`src/rtl/plr_pkg.sv`:
```
package plr_pkg;

   typedef enum logic [1:0] {
      RES_OK      = 2'd0,
      RES_CHANGED = 2'd1,
      RES_NOLINK  = 2'd2,
      RES_MISSING = 2'd3
   } res_e;

   typedef enum logic [2:0] {
      S_IDLE,
      S_RD_ST,
      S_WT_ST,
      S_RD_LP,
      S_WT_LP,
      S_APPLY
   } seq_st_e;

   typedef enum logic [1:0] {
      FIN_MISSING,
      FIN_NOLINK,
      FIN_RESOLVED
   } fin_e;

   // ability bit positions inside the status/ability words
   localparam int ABIL_T4   = 9;
   localparam int ABIL_TXFD = 8;
   localparam int ABIL_TXHD = 7;
   localparam int ABIL_TFD  = 6;
   localparam int ABIL_THD  = 5;

endpackage

```
`src/rtl/plr_seq.sv`:
```
module plr_seq #(
   parameter int ADDR_W   = 5,
   parameter int RADDR_W  = 5,
   parameter int REG_W    = 16,
   parameter int STAT_REG = 1,
   parameter int LPA_REG  = 5,
   parameter int LINK_BIT = 2
) (
   input  logic               clk,
   input  logic               rst_n,
   input  logic               start,
   input  logic [ADDR_W-1:0]  phy_addr,
   output logic               mreq_valid,
   input  logic               mreq_ready,
   output logic [ADDR_W-1:0]  mreq_phy,
   output logic [RADDR_W-1:0] mreq_reg,
   input  logic               mrsp_valid,
   input  logic [REG_W-1:0]   mrsp_data,
   output logic               fin_valid,
   output plr_pkg::fin_e      fin_kind,
   output logic [REG_W-1:0]   lpa_q
);
   import plr_pkg::*;

   localparam logic [REG_W-1:0] ABSENT = '1;

   seq_st_e           st;
   logic              retry_q;
   logic [ADDR_W-1:0] addr_q;
   logic              absent;
   logic              link_up;

   assign absent  = (mrsp_data == ABSENT);
   assign link_up = mrsp_data[LINK_BIT];

   assign mreq_valid = (st == S_RD_ST) || (st == S_RD_LP);
   assign mreq_reg   = (st == S_RD_LP) ? RADDR_W'(LPA_REG) : RADDR_W'(STAT_REG);
   assign mreq_phy   = addr_q;

   always_comb begin
      fin_valid = 1'b0;
      fin_kind  = FIN_RESOLVED;
      if (st == S_WT_ST && mrsp_valid) begin
         if (!retry_q && absent) begin
            fin_valid = 1'b1;
            fin_kind  = FIN_MISSING;
         end else if (!link_up && retry_q) begin
            fin_valid = 1'b1;
            fin_kind  = FIN_NOLINK;
         end
      end else if (st == S_APPLY) begin
         fin_valid = 1'b1;
      end
   end

   always_ff @(posedge clk) begin
      if (!rst_n) begin
         st      <= S_IDLE;
         retry_q <= 1'b0;
         addr_q  <= '0;
         lpa_q   <= '0;
      end else begin
         case (st)
            S_IDLE: begin
               if (start) begin
                  addr_q  <= phy_addr;
                  retry_q <= 1'b0;
                  st      <= S_RD_ST;
               end
            end
            S_RD_ST: if (mreq_ready) st <= S_WT_ST;
            S_WT_ST: begin
               if (mrsp_valid) begin
                  if (!retry_q && absent) begin
                     st <= S_IDLE;
                  end else if (!link_up) begin
                     if (retry_q) begin
                        st <= S_IDLE;
                     end else begin
                        retry_q <= 1'b1;
                        st      <= S_RD_ST;
                     end
                  end else begin
                     st <= S_RD_LP;
                  end
               end
            end
            S_RD_LP: if (mreq_ready) st <= S_WT_LP;
            S_WT_LP: begin
               if (mrsp_valid) begin
                  lpa_q <= mrsp_data;
                  st    <= S_APPLY;
               end
            end
            S_APPLY: st <= S_IDLE;
            default: st <= S_IDLE;
         endcase
      end
   end

endmodule

```
`src/rtl/plr_resolve.sv`:
```
module plr_resolve #(
   parameter int REG_W    = 16,
   parameter int MODE_W   = 32,
   parameter int THR_BIT  = 21,
   parameter int FDX_BIT  = 9,
   parameter bit COUNT_T4 = 1'b1
) (
   input  logic [REG_W-1:0]  lpa,
   input  logic [REG_W-1:0]  adv,
   input  logic              lock,
   input  logic [MODE_W-1:0] cur_mode,
   output logic [MODE_W-1:0] nxt_mode,
   output logic              differs
);
   import plr_pkg::*;

   logic [REG_W-1:0] neg;
   logic             fast;
   logic             fdx;
   logic             unused_bits;

   assign neg = lpa & adv;
   assign unused_bits = ^{neg[REG_W-1:ABIL_T4+1], neg[ABIL_T4], neg[ABIL_THD-1:0]};

   if (COUNT_T4) begin : g_t4
      assign fast = neg[ABIL_T4] | neg[ABIL_TXFD] | neg[ABIL_TXHD];
   end else begin : g_no_t4
      assign fast = neg[ABIL_TXFD] | neg[ABIL_TXHD];
   end

   assign fdx = lock | neg[ABIL_TXFD] | (neg[ABIL_TXFD:ABIL_THD] == 4'b0010);

   always_comb begin
      nxt_mode          = cur_mode;
      nxt_mode[THR_BIT] = ~fast;
      nxt_mode[FDX_BIT] = fdx;
   end

   assign differs = (nxt_mode != cur_mode);

endmodule

```
`src/rtl/plr_mode_reg.sv`:
```
module plr_mode_reg #(
   parameter int                MODE_W    = 32,
   parameter logic [MODE_W-1:0] MODE_INIT = '0
) (
   input  logic              clk,
   input  logic              rst_n,
   input  logic              fin_valid,
   input  plr_pkg::fin_e     fin_kind,
   input  logic [MODE_W-1:0] nxt_mode,
   input  logic              differs,
   output logic [MODE_W-1:0] mode_word,
   output logic              done,
   output logic [1:0]        result,
   output logic              mac_restart
);
   import plr_pkg::*;

   always_ff @(posedge clk) begin
      if (!rst_n) begin
         mode_word   <= MODE_INIT;
         done        <= 1'b0;
         result      <= RES_OK;
         mac_restart <= 1'b0;
      end else begin
         done        <= fin_valid;
         mac_restart <= 1'b0;
         if (fin_valid) begin
            case (fin_kind)
               FIN_MISSING: result <= RES_MISSING;
               FIN_NOLINK:  result <= RES_NOLINK;
               default: begin
                  if (differs) begin
                     mode_word   <= nxt_mode;
                     mac_restart <= 1'b1;
                     result      <= RES_CHANGED;
                  end else begin
                     result <= RES_OK;
                  end
               end
            endcase
         end
      end
   end

endmodule

```
`src/rtl/phy_link_resolver.sv`:
```
module phy_link_resolver #(
   parameter int                ADDR_W    = 5,
   parameter int                RADDR_W   = 5,
   parameter int                REG_W     = 16,
   parameter int                MODE_W    = 32,
   parameter int                STAT_REG  = 1,
   parameter int                LPA_REG   = 5,
   parameter int                LINK_BIT  = 2,
   parameter int                THR_BIT   = 21,
   parameter int                FDX_BIT   = 9,
   parameter bit                COUNT_T4  = 1'b1,
   parameter logic [MODE_W-1:0] MODE_INIT = '0
) (
   input  logic               clk,
   input  logic               rst_n,
   input  logic               start,
   input  logic [ADDR_W-1:0]  phy_addr,
   input  logic [REG_W-1:0]   adv_word,
   input  logic               dup_lock,
   output logic               done,
   output logic [1:0]         result,
   output logic               changed,
   output logic               mreq_valid,
   input  logic               mreq_ready,
   output logic [ADDR_W-1:0]  mreq_phy,
   output logic [RADDR_W-1:0] mreq_reg,
   input  logic               mrsp_valid,
   input  logic [REG_W-1:0]   mrsp_data,
   output logic [MODE_W-1:0]  mode_word,
   output logic               mac_restart
);
   import plr_pkg::*;

   if (REG_W < 16) begin : g_bad_regw
      $error("REG_W must be at least 16");
   end
   if (THR_BIT >= MODE_W || FDX_BIT >= MODE_W) begin : g_bad_bitpos
      $error("mode bit position outside MODE_W");
   end
   if (THR_BIT == FDX_BIT) begin : g_bad_overlap
      $error("THR_BIT and FDX_BIT must differ");
   end
   if (STAT_REG == LPA_REG || STAT_REG >= (1 << RADDR_W) || LPA_REG >= (1 << RADDR_W)) begin : g_bad_reg
      $error("register numbers invalid");
   end
   if (LINK_BIT >= REG_W) begin : g_bad_link
      $error("LINK_BIT outside REG_W");
   end

   logic              fin_valid;
   fin_e              fin_kind;
   logic [REG_W-1:0]  lpa_q;
   logic [MODE_W-1:0] nxt_mode;
   logic              differs;

   plr_seq #(
      .ADDR_W(ADDR_W), .RADDR_W(RADDR_W), .REG_W(REG_W),
      .STAT_REG(STAT_REG), .LPA_REG(LPA_REG), .LINK_BIT(LINK_BIT)
   ) u_seq (
      .clk(clk), .rst_n(rst_n), .start(start), .phy_addr(phy_addr),
      .mreq_valid(mreq_valid), .mreq_ready(mreq_ready),
      .mreq_phy(mreq_phy), .mreq_reg(mreq_reg),
      .mrsp_valid(mrsp_valid), .mrsp_data(mrsp_data),
      .fin_valid(fin_valid), .fin_kind(fin_kind), .lpa_q(lpa_q)
   );

   plr_resolve #(
      .REG_W(REG_W), .MODE_W(MODE_W), .THR_BIT(THR_BIT),
      .FDX_BIT(FDX_BIT), .COUNT_T4(COUNT_T4)
   ) u_resolve (
      .lpa(lpa_q), .adv(adv_word), .lock(dup_lock), .cur_mode(mode_word),
      .nxt_mode(nxt_mode), .differs(differs)
   );

   plr_mode_reg #(
      .MODE_W(MODE_W), .MODE_INIT(MODE_INIT)
   ) u_mode (
      .clk(clk), .rst_n(rst_n), .fin_valid(fin_valid), .fin_kind(fin_kind),
      .nxt_mode(nxt_mode), .differs(differs), .mode_word(mode_word),
      .done(done), .result(result), .mac_restart(mac_restart)
   );

   assign changed = done && (result == RES_CHANGED);

endmodule

```
`config.mk`:
```
export PLATFORM = sky130hd
export DESIGN_NAME = phy_link_resolver
export DESIGN_NICKNAME = d
export VERILOG_FILES = /design/src/rtl/plr_pkg.sv /design/src/rtl/plr_seq.sv /design/src/rtl/plr_resolve.sv /design/src/rtl/plr_mode_reg.sv /design/src/rtl/phy_link_resolver.sv
export SDC_FILE = /design/constraint.sdc
export NUM_CORES = 1
export LEC_CHECK = 0
export BUFFER_PORTS_ARGS = -buffer_cell sky130_fd_sc_hd__clkbuf_2
export CORE_MARGIN = 1
export CORE_UTILIZATION = 30
export DETAILED_ROUTE_END_ITERATION = 8
export PLACE_DENSITY_LB_ADDON = 0.05
export REMOVE_ABC_BUFFERS = 1
export SYNTH_ARGS = -nofsm -noshare
export SYNTH_HDL_FRONTEND = slang
export SYNTH_SLANG_ARGS = --single-unit
```
`constraint.sdc`:
```
create_clock -name clk -period 1.3 [get_ports clk]
set_input_delay 0.26 -clock clk [delete_from_list [all_inputs] [get_ports clk]]
set_output_delay 0.26 -clock clk [all_outputs]
set_load 0.005 [all_outputs]
```
Word level (Yosys, flattened, before mapping) --
Cells that the tools add are included.
Word-level totals: register bits after elaboration 25, latch bits 0, RAM bits 0, bits of input ports 43, ROM bits 0, memories 0
Operators by class: shifts and indexed selects 0, order comparisons 0, bitwise gates (word level) 9, reductions and logical operators 17, $mul 0, multiplexer cells 25, $add $sub $neg 0, div/mod/pow operators 0, equality and inequality tests 17
Operators by type and width (number):
- two-way mux 3 bit | 7
- equality test 16 bit (second input constant) | 1
- case mux 3 bit (5 select lines) | 1
- != test 2 bit (second input constant) | 7
- two-way mux 1 bit | 11
- bitwise AND 10 bit | 1
- AND reduction 5 bit | 2
- two-way mux 2 bit | 4
- equality test 3 x 2 -> 1 bit (second input constant) | 2
- equality test 3 bit (second input constant) | 2
- equality test 2 x 1 -> 1 bit (second input constant) | 2
- equality test 4 x 2 -> 1 bit (second input constant) | 1
- logical AND 1 bit | 4
- NOT 1 bit | 4
- bitwise OR 1 bit | 4
- case mux 2 bit (2 select lines) | 1
- AND reduction 2 bit | 2
- OR reduction 4 bit | 1
- equality test 3 x 1 -> 1 bit (second input constant) | 1
- logical NOT 3 bit | 1
- AND reduction 3 bit | 1
- logical NOT 1 bit | 2
- logical NOT 2 bit | 1
- != test 2 bit | 1
- 4 further kinds | 4

Depth between registers and ports, before layout --
Gate-level depths: netlist of the first run.
depth in word-level cells 9, depth in mapped cells 6, gate-level depth less buffers 5

Hierarchy --
Synthesis of the first run repeated with hierarchy kept, for this count alone.
Second synthesis, totals: cells, all modules 329, area total of the unflattened synthesis 2922.8 um2
By module, submodules not included:
- plr_mode_reg | seq. area each 720.7 um2, cells each 153, area an instance 1445.1 um2, instances 1
- plr_seq | seq. area each 500.5 um2, cells each 136, area an instance 1178.6 um2, instances 1
- plr_resolve | seq. area each 0.0 um2, cells each 39, area an instance 290.3 um2, instances 1
- phy_link_resolver | seq. area each 0.0 um2, cells each 1, area an instance 8.8 um2, instances 1

Worst setup path before layout of the first run --
OpenSTA, ideal clock, no wires.
kind reg2reg, from register u_seq.st[0], to register u_seq.retry_q, arrival 1165 ps, data required time 1185 ps, library setup time 115 ps, cell stages (with the launch flop) 5, slack 20 ps, cell sequence dfxtp_1 buf_6 nor4b_4 o22ai_1 and2_1
On the way: cells in the longest elaborated chain, start to end 3
Ends and longest elaborated chain:
- start: declaration | line plr_seq.sv:27 | seq_st_e st;
- start signal: assignment | line plr_seq.sv:58 | st <= S_IDLE;
- start signal: assignment | line plr_seq.sv:68 | st <= S_RD_ST;
- start signal: assignment | line plr_seq.sv:71 | S_RD_ST: if (mreq_ready) st <= S_WT_ST;
- equality test 3 x 2 -> 1 bit / logical NOT 3 bit (equally long branches) | line plr_seq.sv:63 | case (st)
- != test 2 bit (no line) / nonzero test 2 bit (equally long branches)
- AND reduction 5 bit (no line)
- end signal: assignment | line plr_seq.sv:59 | retry_q <= 1'b0;
- end signal: assignment | line plr_seq.sv:67 | retry_q <= 1'b0;
- end signal: assignment | line plr_seq.sv:80 | retry_q <= 1'b1;
- end: declaration | line plr_seq.sv:28 | logic retry_q;
Several ways; a longest one is shown, not always the timed one. A chain may end at the register's enable or synchronous reset.

Worst setup path in the final report of the first run --
from register u_seq.st[0], to output mreq_reg[2]
On the way: cells in the longest elaborated chain, start to end 2
Ends and longest elaborated chain:
- equality test 3 x 2 -> 1 bit | line plr_seq.sv:37 | assign mreq_reg = (st == S_RD_LP) ? RADDR_W'(LPA_REG) : RADDR_W'(STAT_REG);
- two-way mux 3 bit | line plr_seq.sv:37
- end: declaration | line phy_link_resolver.sv:26 | output logic [RADDR_W-1:0] mreq_reg,
No other way between the ends.

==> results of run 1 <==
==> cells in the mapped netlist <==
| cell type | instances |
|---|---|
| a21o_1 | 1 |
| a21oi_1 | 3 |
| a21oi_2 | 1 |
| a222oi_1 | 1 |
| a22oi_1 | 1 |
| a41oi_1 | 1 |
| and2_1 | 3 |
| and3_1 | 2 |
| and3b_1 | 2 |
| and4bb_2 | 1 |
| buf_2 | 2 |
| buf_4 | 34 |
| buf_6 | 2 |
| clkbuf_1 | 3 |
| conb_1 | 2 |
| dfxtp_1 | 20 |
| inv_1 | 1 |
| mux2i_1 | 12 |
| nand2_1 | 7 |
| nand2b_1 | 1 |
| nand3_1 | 2 |
| nand4_1 | 4 |
| nor2_1 | 5 |
| nor2b_1 | 14 |
| nor3_1 | 1 |
| nor4b_4 | 1 |
| o21ai_0 | 3 |
| o21bai_1 | 1 |
| o22ai_1 | 3 |
| o31ai_1 | 2 |
| xnor2_1 | 1 |
| xor2_1 | 2 |
==> power by group <==
part / internal, mW / total [mW] / switching (mW)
registers: 0.639 / 0.666 / 0.0272
clock network: 0.411 / 0.622 / 0.211
logic: 0.138 / 0.254 / 0.117
total: 1.19 / 1.54 / 0.355
==> cell type report <==
cell class / instances / area [µm²]
inverter: 1 / 3.754
clock buffer: 3 / 41.29
clock inverter: 1 / 30.03
multi-input combinational: 109 / 669.4
timing repair buffer: 53 / 295.3
sequential: 20 / 407.9
fill: 406 / 2291
tap: 48 / 60.06
==> tightest hold or removal path: stages <==
cell and delay (ps):
clkbuf_2 80, mux2i_1 60, nor2b_1 90
==> through the flow <==
stage	TNS (ps)	cell area (µm²)	cells
global route	-156.8	1508	235
CTS	-45.86	1498	235
global placement	-143.4	1401	231
detailed placement	-106.7	1401	231
finish	-3.754	1508	235
floorplan	0	1056	130
==> kinds of logic (layout without fill, tap and decap cells) <==
family,count (synthesis),in the layout,synth area share
compound gates,17,17,0.09220
xor+xnor,3,3,0.02128
buf+inv,42,58,0.2452
flops,20,20,0.3242
mux,12,12,0.09727
other cells,2,34,0.006081
simple gates,43,43,0.2138
==> placed cells by master, fill, tap and decap left out, types with 4 or more instances in the layout <==
cell type and instances:
buf_4 7, clkbuf_2 44, conb_1 34, dfxtp_1 16, mux2i_1 12, nand2_1 7
nand4_1 4, nor2_1 5, nor2b_1 13
==> per-layer routing <==
layer  wire (µm)  GRT usage  vias up  part of all wire
li1            -          -      499                 -
met3         169    0.04138        5             0.072
met4          40    0.04255        0             0.017
met2        1116     0.1862       54              0.48
met1        1005     0.1322      434              0.43
met5           0          0        -                 0
==> what timing repair did <==
action                                  CTS  global route
gates cloned                              0             0
resized for setup                         9             2
endpoints found under the setup margin    3             5
pin swaps                                 1             1
==> state kept, by name, indices dropped and copies added (netlist names) <==
signal / count
u_mode.done: 1
u_mode.mac_restart: 1
u_mode.mode_word: 2
u_mode.result: 2
u_seq.lpa_q: 5
u_seq.mreq_phy: 5
u_seq.retry_q: 1
u_seq.st: 3
==> path summary, 6_finish.rpt <==
check                   start           endpoint  cells past startpoint
max               u_seq.st[0]        mreq_reg[2]                      3
max reg2reg    u_seq.lpa_q[8]   u_mode.result[0]                      5
min               phy_addr[4]  u_seq.mreq_phy[4]                      3
min reg2reg  u_mode.result[1]   u_mode.result[1]                      2
==> summary.txt, run 1 <==
Fin. Hold Viols -> 0
CP Buf/Inv Count -> 1
Peak VDD IR -> 549.7 µV
CTS tree -> built
Tcrit/Tclk final -> 1.002
Worst Hold Class -> primary input to flop
Vias -> 992
Fin. max-slew vios -> 0
Detail Route Antenna Nets -> 0
Avg Cell Area, Syn -> 8.884 µm²
GRT Overall Usage -> 0.1129
Starting density of the core -> 0.3251
Layout cell share with drive strength beyond 1 -> 0.3583
Crit-path cells -> nor2b_4 > and2_4 > buf_6
Die W -> 66.16 µm
Deepest clock path buffer count -> 2
Hold buffer count at CTS -> 0
Min Tclk post-route -> 1302 ps
Ranking of synthesized cells by area -> dfxtp_1 32%, buf_4 21%, mux2i_1 9.7%
Post-synth top area cell -> dfxtp_1
Crit end category -> output pin
P&R area growth vs syn -> 22.09%
Gate Count Post-Synth -> 139
IO Pins -> 91
Yosys warns -> 0
Sink Count -> 20
GRT Residual Overflow -> 0
Die span in y -> 66.16 µm
Fin Hold WS -> 250.6 ps
RSZ-0062 raised after global routing -> true
Top cell type's share of synthesized area -> 0.3242
Slowest CP cell -> dfxtp_4
Core Area -> 0.003799 mm²
Pwr dens -> 1023 mW/mm²
CP max FO -> 8
Vias in the first global route -> 852
Initial antenna violation count -> 0
DRC viols -> 0
Status -> complete, but fails checks
Cell area after synthesis -> 0.001235 mm²
Final Routed Wirelength -> 2332 µm
Worst R2R Setup Slack -> -2 ps
Final WS setup -> -2.303 ps
Startpoint Class -> flop
Seq/Total Area, Yosys -> 0.3242
Failing checks -> setup timing
CP required -> 1040 ps
Site Rows -> 22
Via density -> 4.221
Clk_skew -> 8.331 ps
Worst-Skew Late Latency -> 260 ps
Dpl ws -> -79.29 ps
CTS clock-pin slew for the worst setup and hold paths -> 80 ps
Slowest stage delay, CP -> 400 ps
Netlist cell types -> 32
Pin count of the biggest net entering global routing -> 13
Kind of cell adding the most delay to the critical path -> flip-flops
Die area -> 0.004377 mm²
Leak pwr -> 0.7225 nW
# H-tree levels -> 1
Fmax -> 767.9 MHz
Max cap viols -> 0
DP HPWL -> 1897 µm
Routed len/inst -> 9.923 µm
Pre-Repair DR Iteration Count -> 4
Crit path DAT -> 1040 ps
Post-CTS Setup Bufs -> 0
Synth Register Bits -> 20
Power Total -> 1.542 mW
CTS Buf Count -> 3
Fin util -> 0.3969
Setup Crit Path Kind -> flop to output pin
Number of buffers added on ports -> 45
Ant diodes -> 0
First-pass GRT wire length -> 3670 µm
Final #Nets -> 231
GPL Wtd Cong -> 0.7689
Starting DRT DRC Count -> 19
CTS root buf -> clkbuf_8
Setup violators final -> 2
(Power assumes the default switching activity.)
==> run 2, diff against run 1 <==
--- a/config.mk
+++ b/config.mk
@@ -9,6 +9,7 @@
 export CORE_MARGIN = 1
 export CORE_UTILIZATION = 30
 export DETAILED_ROUTE_END_ITERATION = 8
+export MAX_ROUTING_LAYER = met4
 export PLACE_DENSITY_LB_ADDON = 0.05
 export REMOVE_ABC_BUFFERS = 1
 export SYNTH_ARGS = -nofsm -noshare
==> run 2 against run 1 <==
  * Clock skew is essentially flat
  * Sequential power is essentially flat
  * Largest power group unchanged
  * The flow still finishes with violations (setup timing)
  * Utilization is the same
  * Cell area is the same
==> summary.txt, run 2 (synthesis gave the netlist of run 1 again) <==
Status -> complete, but fails checks
Failing checks -> setup timing
CTS Buf Count -> 3 (unchanged)
CP required -> 1040 ps (about the same)
Detail Route Antenna Nets -> 0 (unchanged)
Pin count of the biggest net entering global routing -> 13 (unchanged)
Leak pwr -> 0.7225 nW (unchanged)
Die span in y -> 66.16 µm (unchanged)
Clock Power Share -> 0.403 (about the same)
Min Tclk post-route -> 1302 ps (-0.004220 ps)
Core Area -> 0.003799 mm² (unchanged)
Layout cell share with drive strength beyond 1 -> 0.3583 (unchanged)
Commonest cells after routing, fill and taps aside -> 44 x clkbuf_2, 34 x conb_1, 16 x dfxtp_1
Worst r2r path cells -> 5 (unchanged)
Crit path DAT -> 1040 ps (about the same)
Vias -> 992 (unchanged)
Final WS setup -> -2.299 ps (+0.004220 ps)
DP HPWL -> 1897 µm (unchanged)
Most common cell after layout, fill and taps aside -> clkbuf_2
GRT Residual Overflow -> 0 (unchanged)
Worst Hold Class -> primary input to flop
Vias in the first global route -> 852 (unchanged)
Logic pwr share -> 0.165 (about the same)
Clk_skew -> 8.330 ps (-0.001330 ps)
GPL Wtd Cong -> 0.7792 (+1.3%)
Setup Crit Path Kind -> flop to output pin
CTS tree -> built
Power Total -> 1.542 mW (unchanged)
Pwr dens -> 1023 mW/mm² (unchanged)
P&R area growth vs syn -> 22.09% (unchanged)
RSZ-0062 raised after global routing -> true
TNS Setup -> -3.748 ps (+0.006220 ps)
Setup violators final -> 2 (unchanged)
Pre-Repair DR Iteration Count -> 4 (unchanged)
Die W -> 66.16 µm (unchanged)
Startpoint Class -> flop
Ant diodes -> 0 (unchanged)
Sequential fraction of design power -> 0.432 (about the same)
Starting density of the core -> 0.3251 (unchanged)
Final #Nets -> 231 (unchanged)
CTS clock-pin slew for the worst setup and hold paths -> 80 ps (about the same)
Via density -> 4.221 (unchanged)
Hold buffer count at CTS -> 0 (unchanged)
DRC viols -> 0 (unchanged)
Worst-Skew Late Latency -> 260 ps (about the same)
Die area -> 0.004377 mm² (unchanged)
Tcrit/Tclk final -> 1.002 (about the same)
Site Rows -> 22 (unchanged)
Deepest clock path buffer count -> 2 (unchanged)
Crit end category -> output pin
Final Routed Wirelength -> 2332 µm (unchanged)
Routed len/inst -> 9.923 µm (unchanged)
Peak VDD IR -> 549.7 µV (about the same)
Sink Count -> 20 (unchanged)
CP max FO -> 8 (unchanged)
IO Pins -> 91 (unchanged)
Fin util -> 0.3969 (unchanged)
Number of buffers added on ports -> 45 (unchanged)
Post-CTS Setup Bufs -> 0 (unchanged)
Fin Hold WS -> 250.6 ps (+0.005000 ps)
Hold depth -> 3 (unchanged)
Fin. Hold Viols -> 0 (unchanged)
Fmax -> 767.9 MHz (about the same)
CTS root buf -> clkbuf_8
First-pass GRT wire length -> 3663 µm (-0.19%)
Starting DRT DRC Count -> 22 (+3)
Switching pwr -> 0.3549 mW (about the same)
# H-tree levels -> 1 (unchanged)
Fin. max-slew vios -> 0 (unchanged)
Max cap viols -> 0 (unchanged)
Initial antenna violation count -> 0 (unchanged)
GRT Overall Usage -> 0.1159 (+0.003009)
Sw Share -> 0.2301 (about the same)
Internal power -> 1.188 mW (unchanged)
run 2: cell counts in the layout (fill, tap and decap cells not counted):
No cell type changed its count.
run 2: final cells by class:
type,count,area [µm²]
Clock inverter,1,30.03
Fill cell,406,2291
Tap cell,48,60.06
Inverter,1,3.754
Sequential cell,20,407.9
Multi-Input combinational cell,109,669.4
Clock buffer,3,41.29
Timing Repair Buffer,53,295.3
run 2: repair_timing:
action	CTS	global route
endpoints found under the setup margin	3	5
pin swaps	1	1
resized for setup	9	2
gates cloned	0	0
run 2: power by group through the flow:
stage               Combinational, mW  Sequential (mW)  Clock (mW)
global placement                0.242            0.676           0
global route                    0.286            0.670       0.684
floorplan                       0.121            0.674           0
CTS                             0.252            0.666       0.660
detailed placement              0.245            0.677           0
finish                          0.254            0.666       0.622
run 2: routing by layer:
layer / global-route usage / vias to the layer above / share of wire
met3: 0.04138 / 5 / 0.072
met1: 0.1322 / 434 / 0.43
met2: 0.1862 / 54 / 0.48
met4: 0.04255 / 0 / 0.017
met5: - / - / 0
li1: - / 499 / -
run 2: path summary, 6_finish.rpt:
| check | from | end | slack, ps |
|---|---|---|---|
| setup / recovery | u_seq.st[0] | mreq_reg[2] | -2 |
| hold / removal | phy_addr[4] | u_seq.mreq_phy[4] | 250 |
| setup reg to reg | u_seq.lpa_q[8] | u_mode.result[0] | -2 |
| hold reg to reg | u_mode.result[1] | u_mode.result[1] | 490 |
run 2: critical path: stages, from the launching register on:
cell,delay (ps)
dfxtp_4,400
nor2b_4,150
and2_4,150
buf_6,80
run 2: metrics by stage:
stage / cell area (µm²) / cells / setup slack, ps
after floorplan: 1056 / 130 / 56.73
after global placement: 1401 / 231 / -105.5
after detailed placement: 1401 / 231 / -79.29
after CTS: 1498 / 235 / -25.06
after global routing: 1508 / 235 / -91.64
final: 1508 / 235 / -2.299
==> run 3, diff against run 2 <==
--- a/config.mk
+++ b/config.mk
@@ -5,9 +5,12 @@
 export SDC_FILE = /design/constraint.sdc
 export NUM_CORES = 1
 export LEC_CHECK = 0
+export ABC_CLOCK_PERIOD_IN_PS = 1300
 export BUFFER_PORTS_ARGS = -buffer_cell sky130_fd_sc_hd__clkbuf_2
+export CELL_PAD_IN_SITES_DETAIL_PLACEMENT = 1
+export CELL_PAD_IN_SITES_GLOBAL_PLACEMENT = 1
 export CORE_MARGIN = 1
-export CORE_UTILIZATION = 30
+export CORE_UTILIZATION = 24
 export DETAILED_ROUTE_END_ITERATION = 8
 export MAX_ROUTING_LAYER = met4
 export PLACE_DENSITY_LB_ADDON = 0.05
==> run 3 against run 2 <==
  * The run still ends with setup timing left
  * Power fell by 4.8%
  * Combinational power increased by 26%
  * Register-to-register slack about the same
  * Setup slack got worse by 12 ps
  * First-iteration DRC count grew 50%
  * Sequential cell count stayed put
  * Cell area is 8.5% higher
  * Sequential share of layout area down 1.8 points
  * Clock-buffer cell count increased by 1
  * Clock power is 22% lower
  * Largest cell class unchanged
  * Largest power group unchanged
==> summary.txt, run 3 (synthesis gave the netlist of run 1 again) <==
GRT Residual Overflow -> 0 (unchanged)
Status -> complete, but fails checks
Vias -> 1070 (+7.9%)
Worst Hold Endpoint -> u_seq.mreq_phy[3]
Site Rows -> 25 (+14%)
GPL Wtd Cong -> 0.7749 (-0.55%)
Max cap viols -> 0 (unchanged)
CP required -> 1460 ps (+420 ps)
DRC viols -> 0 (unchanged)
Worst Hold Class -> primary input to flop
Min-delay src -> phy_addr[3]
Die W -> 73.73 µm (+11%)
Failing checks -> setup timing
Core Area -> 0.004848 mm² (+28%)
Internal power -> 1.085 mW (-8.6%)
Logic pwr share -> 0.218 (+0.053)
Multi-input logic area -> 705.7 µm² (+5.4%)
Crit path DAT -> 1470 ps (+430 ps)
Hold buffer count at CTS -> 0 (unchanged)
CTS Buf Count -> 3 (unchanged)
Fmax -> 761.1 MHz (-0.89%)
Crit-path cells -> a222oi_1 > buf_4 > xnor2_2 > a21oi_2 > o21bai_1
Ant diodes -> 0 (unchanged)
Final #Nets -> 241 (+4.3%)
Vias in the first global route -> 1010 (+19%)
DP HPWL -> 2312 µm (+22%)
Crit end category -> flop
Final Routed Wirelength -> 2974 µm (+28%)
Tcrit/Tclk final -> 1.011 (+0.008968)
# H-tree levels -> 1 (unchanged)
Worst R2R Setup Slack -> -10 ps (about the same)
Via density -> 4.053 (-4.0%)
CTS root buf -> clkbuf_8
Min Tclk post-route -> 1314 ps (+11.66 ps)
CTS tree -> built
Pwr dens -> 898.0 mW/mm² (-12%)
FF-to-FF Start -> u_seq.lpa_q[8]
Leak pwr -> 0.7677 nW (+6.3%)
Switching pwr -> 0.3836 mW (+8.1%)
Final WS setup -> -13.96 ps (-11.66 ps)
Slowest stage delay, CP -> 340 ps (-60 ps)
CP max FO -> 3 (-5)
Worst-Skew Late Latency -> 260 ps (about the same)
Sequential fraction of design power -> 0.451 (+0.019)
Clock Power Share -> 0.330 (-0.073)
Power Total -> 1.469 mW (-4.8%)
Initial antenna violation count -> 0 (unchanged)
Dpl ws -> -84.57 ps (-5.286 ps)
Slowest CP cell -> a222oi_1
P&R area growth vs syn -> 32.42%
Worst r2r path cells -> 5 (unchanged)
Layout cell share with drive strength beyond 1 -> 0.4264 (+0.06811)
GRT Overall Usage -> 0.1104 (-0.005526)
Deepest clock path buffer count -> 2 (unchanged)
Kind of cell adding the most delay to the critical path -> compound AO/OA/AOI/OAI gates
Routed len/inst -> 11.27 µm (+14%)
Number of buffers added on ports -> 45 (unchanged)
Clk_skew -> 2.718 ps (-5.612 ps)
RSZ-0062 raised after global routing -> true
Die area -> 0.005436 mm² (+24%)
Die span in y -> 73.73 µm (+11%)
Most common cell after layout, fill and taps aside -> clkbuf_2
Peak VDD IR -> 388.5 µV (-29%)
Starting DRT DRC Count -> 33 (+50%)
CTS clock-pin slew for the worst setup and hold paths -> 80 ps (about the same)
Fin. Hold Viols -> 0 (unchanged)
Commonest cells after routing, fill and taps aside -> 44 x clkbuf_2, 34 x conb_1, 16 x buf_4, 16 x dfxtp_1, 13 x nor2b_1
Startpoint Class -> flop
R2r endpoint -> u_mode.result[0]
WP depth -> 5 (+2)
Pre-Repair DR Iteration Count -> 4 (unchanged)
Starting density of the core -> 0.2547 (-0.07039)
Fin. max-slew vios -> 0 (unchanged)
Setup Crit Path Kind -> flop to flop
Pin count of the biggest net entering global routing -> 15 (+2)
Register Area -> 412.9 µm² (+1.2%)
Sink Count -> 20 (unchanged)
Setup violators final -> 1 (-1)
CP Buf/Inv Count -> 1 (unchanged)
IO Pins -> 91 (unchanged)
First-pass GRT wire length -> 4374 µm (+19%)
Fillers -> 611 (+50%)
Sw Share -> 0.2612 (+0.03113)
Detail Route Antenna Nets -> 0 (unchanged)
Hold depth -> 3 (unchanged)
==> run 3: cell count changes in the layout (fill, tap and decap cells not counted), sizes merged <==
cell / before / now
clkbuf: 47 / 48
buf: 9 / 19
bufinv: 1 / 0
==> run 3: final cells by class <==
class,count,area share
Clock buffer,4,0.03366
Inverter,1,0.002295
Multi-Input combinational cell,109,0.4315
Sequential cell,20,0.2525
Tap cell,67,0.05126
Timing Repair Buffer,63,0.2288
==> run 3: metrics by stage <==
stage               utilization  setup TNS (ps)  cells  hold WS [ps]  cell area [µm²]
floorplan                     -               0    130         381.7             1056
global placement         0.3001          -213.4    254         479.8             1455
detailed placement       0.3001          -146.9    254         492.7             1455
CTS                      0.3231          -27.20    261         252.5             1567
global route             0.3373          -152.2    264         271.6             1635
finish                   0.3373          -13.96    264         253.2             1635
==> run 3: layer usage <==
layer  vias up  global-route usage  part of all wire  wire length (µm)
li1        515                   -                 -                 -
met1       490              0.1272              0.42              1246
met2        60              0.1855              0.49              1447
met3         5             0.01920             0.079               234
met4         0             0.05128             0.015                46
met5         -                   -                 0                 0
==> run 3: worst register-to-register path, stage by stage (launching register included) <==
cell and delay (ps):
dfxtp_2 330, a222oi_1 340, buf_4 200, xnor2_2 110, a21oi_2 80, o21bai_1 150
==> run 3: worst max-delay path by stage <==
stage / slack, ps / startpoint / to
floorplan: 60 / u_seq.st[0] / u_seq.retry_q
global placement: -130 / adv_word[8] / u_mode.result[0]
detailed placement: -80 / adv_word[8] / u_mode.result[0]
CTS: -20 / u_seq.lpa_q[8] / u_mode.result[0]
global route: -80 / u_seq.lpa_q[8] / u_mode.result[0]
finish: -10 / u_seq.lpa_q[8] / u_mode.result[0]
==> run 3: what timing repair did <==
item                                    in CTS  in global routing
buffers inserted                             3                  4
pin swaps                                    3                  3
resized for setup                           12                 12
endpoints found under the setup margin       7                 12
==> run 3: power groups by stage <==
stage / registers, mW / clock network [mW] / logic [mW]
3_3_place_gp: 0.676 / 0 / 0.248
6_report: 0.663 / 0.485 / 0.321
2_1_floorplan: 0.674 / 0 / 0.121
3_5_place_dp: 0.678 / 0 / 0.251
4_1_cts: 0.663 / 0.509 / 0.279
5_1_grt: 0.668 / 0.543 / 0.359
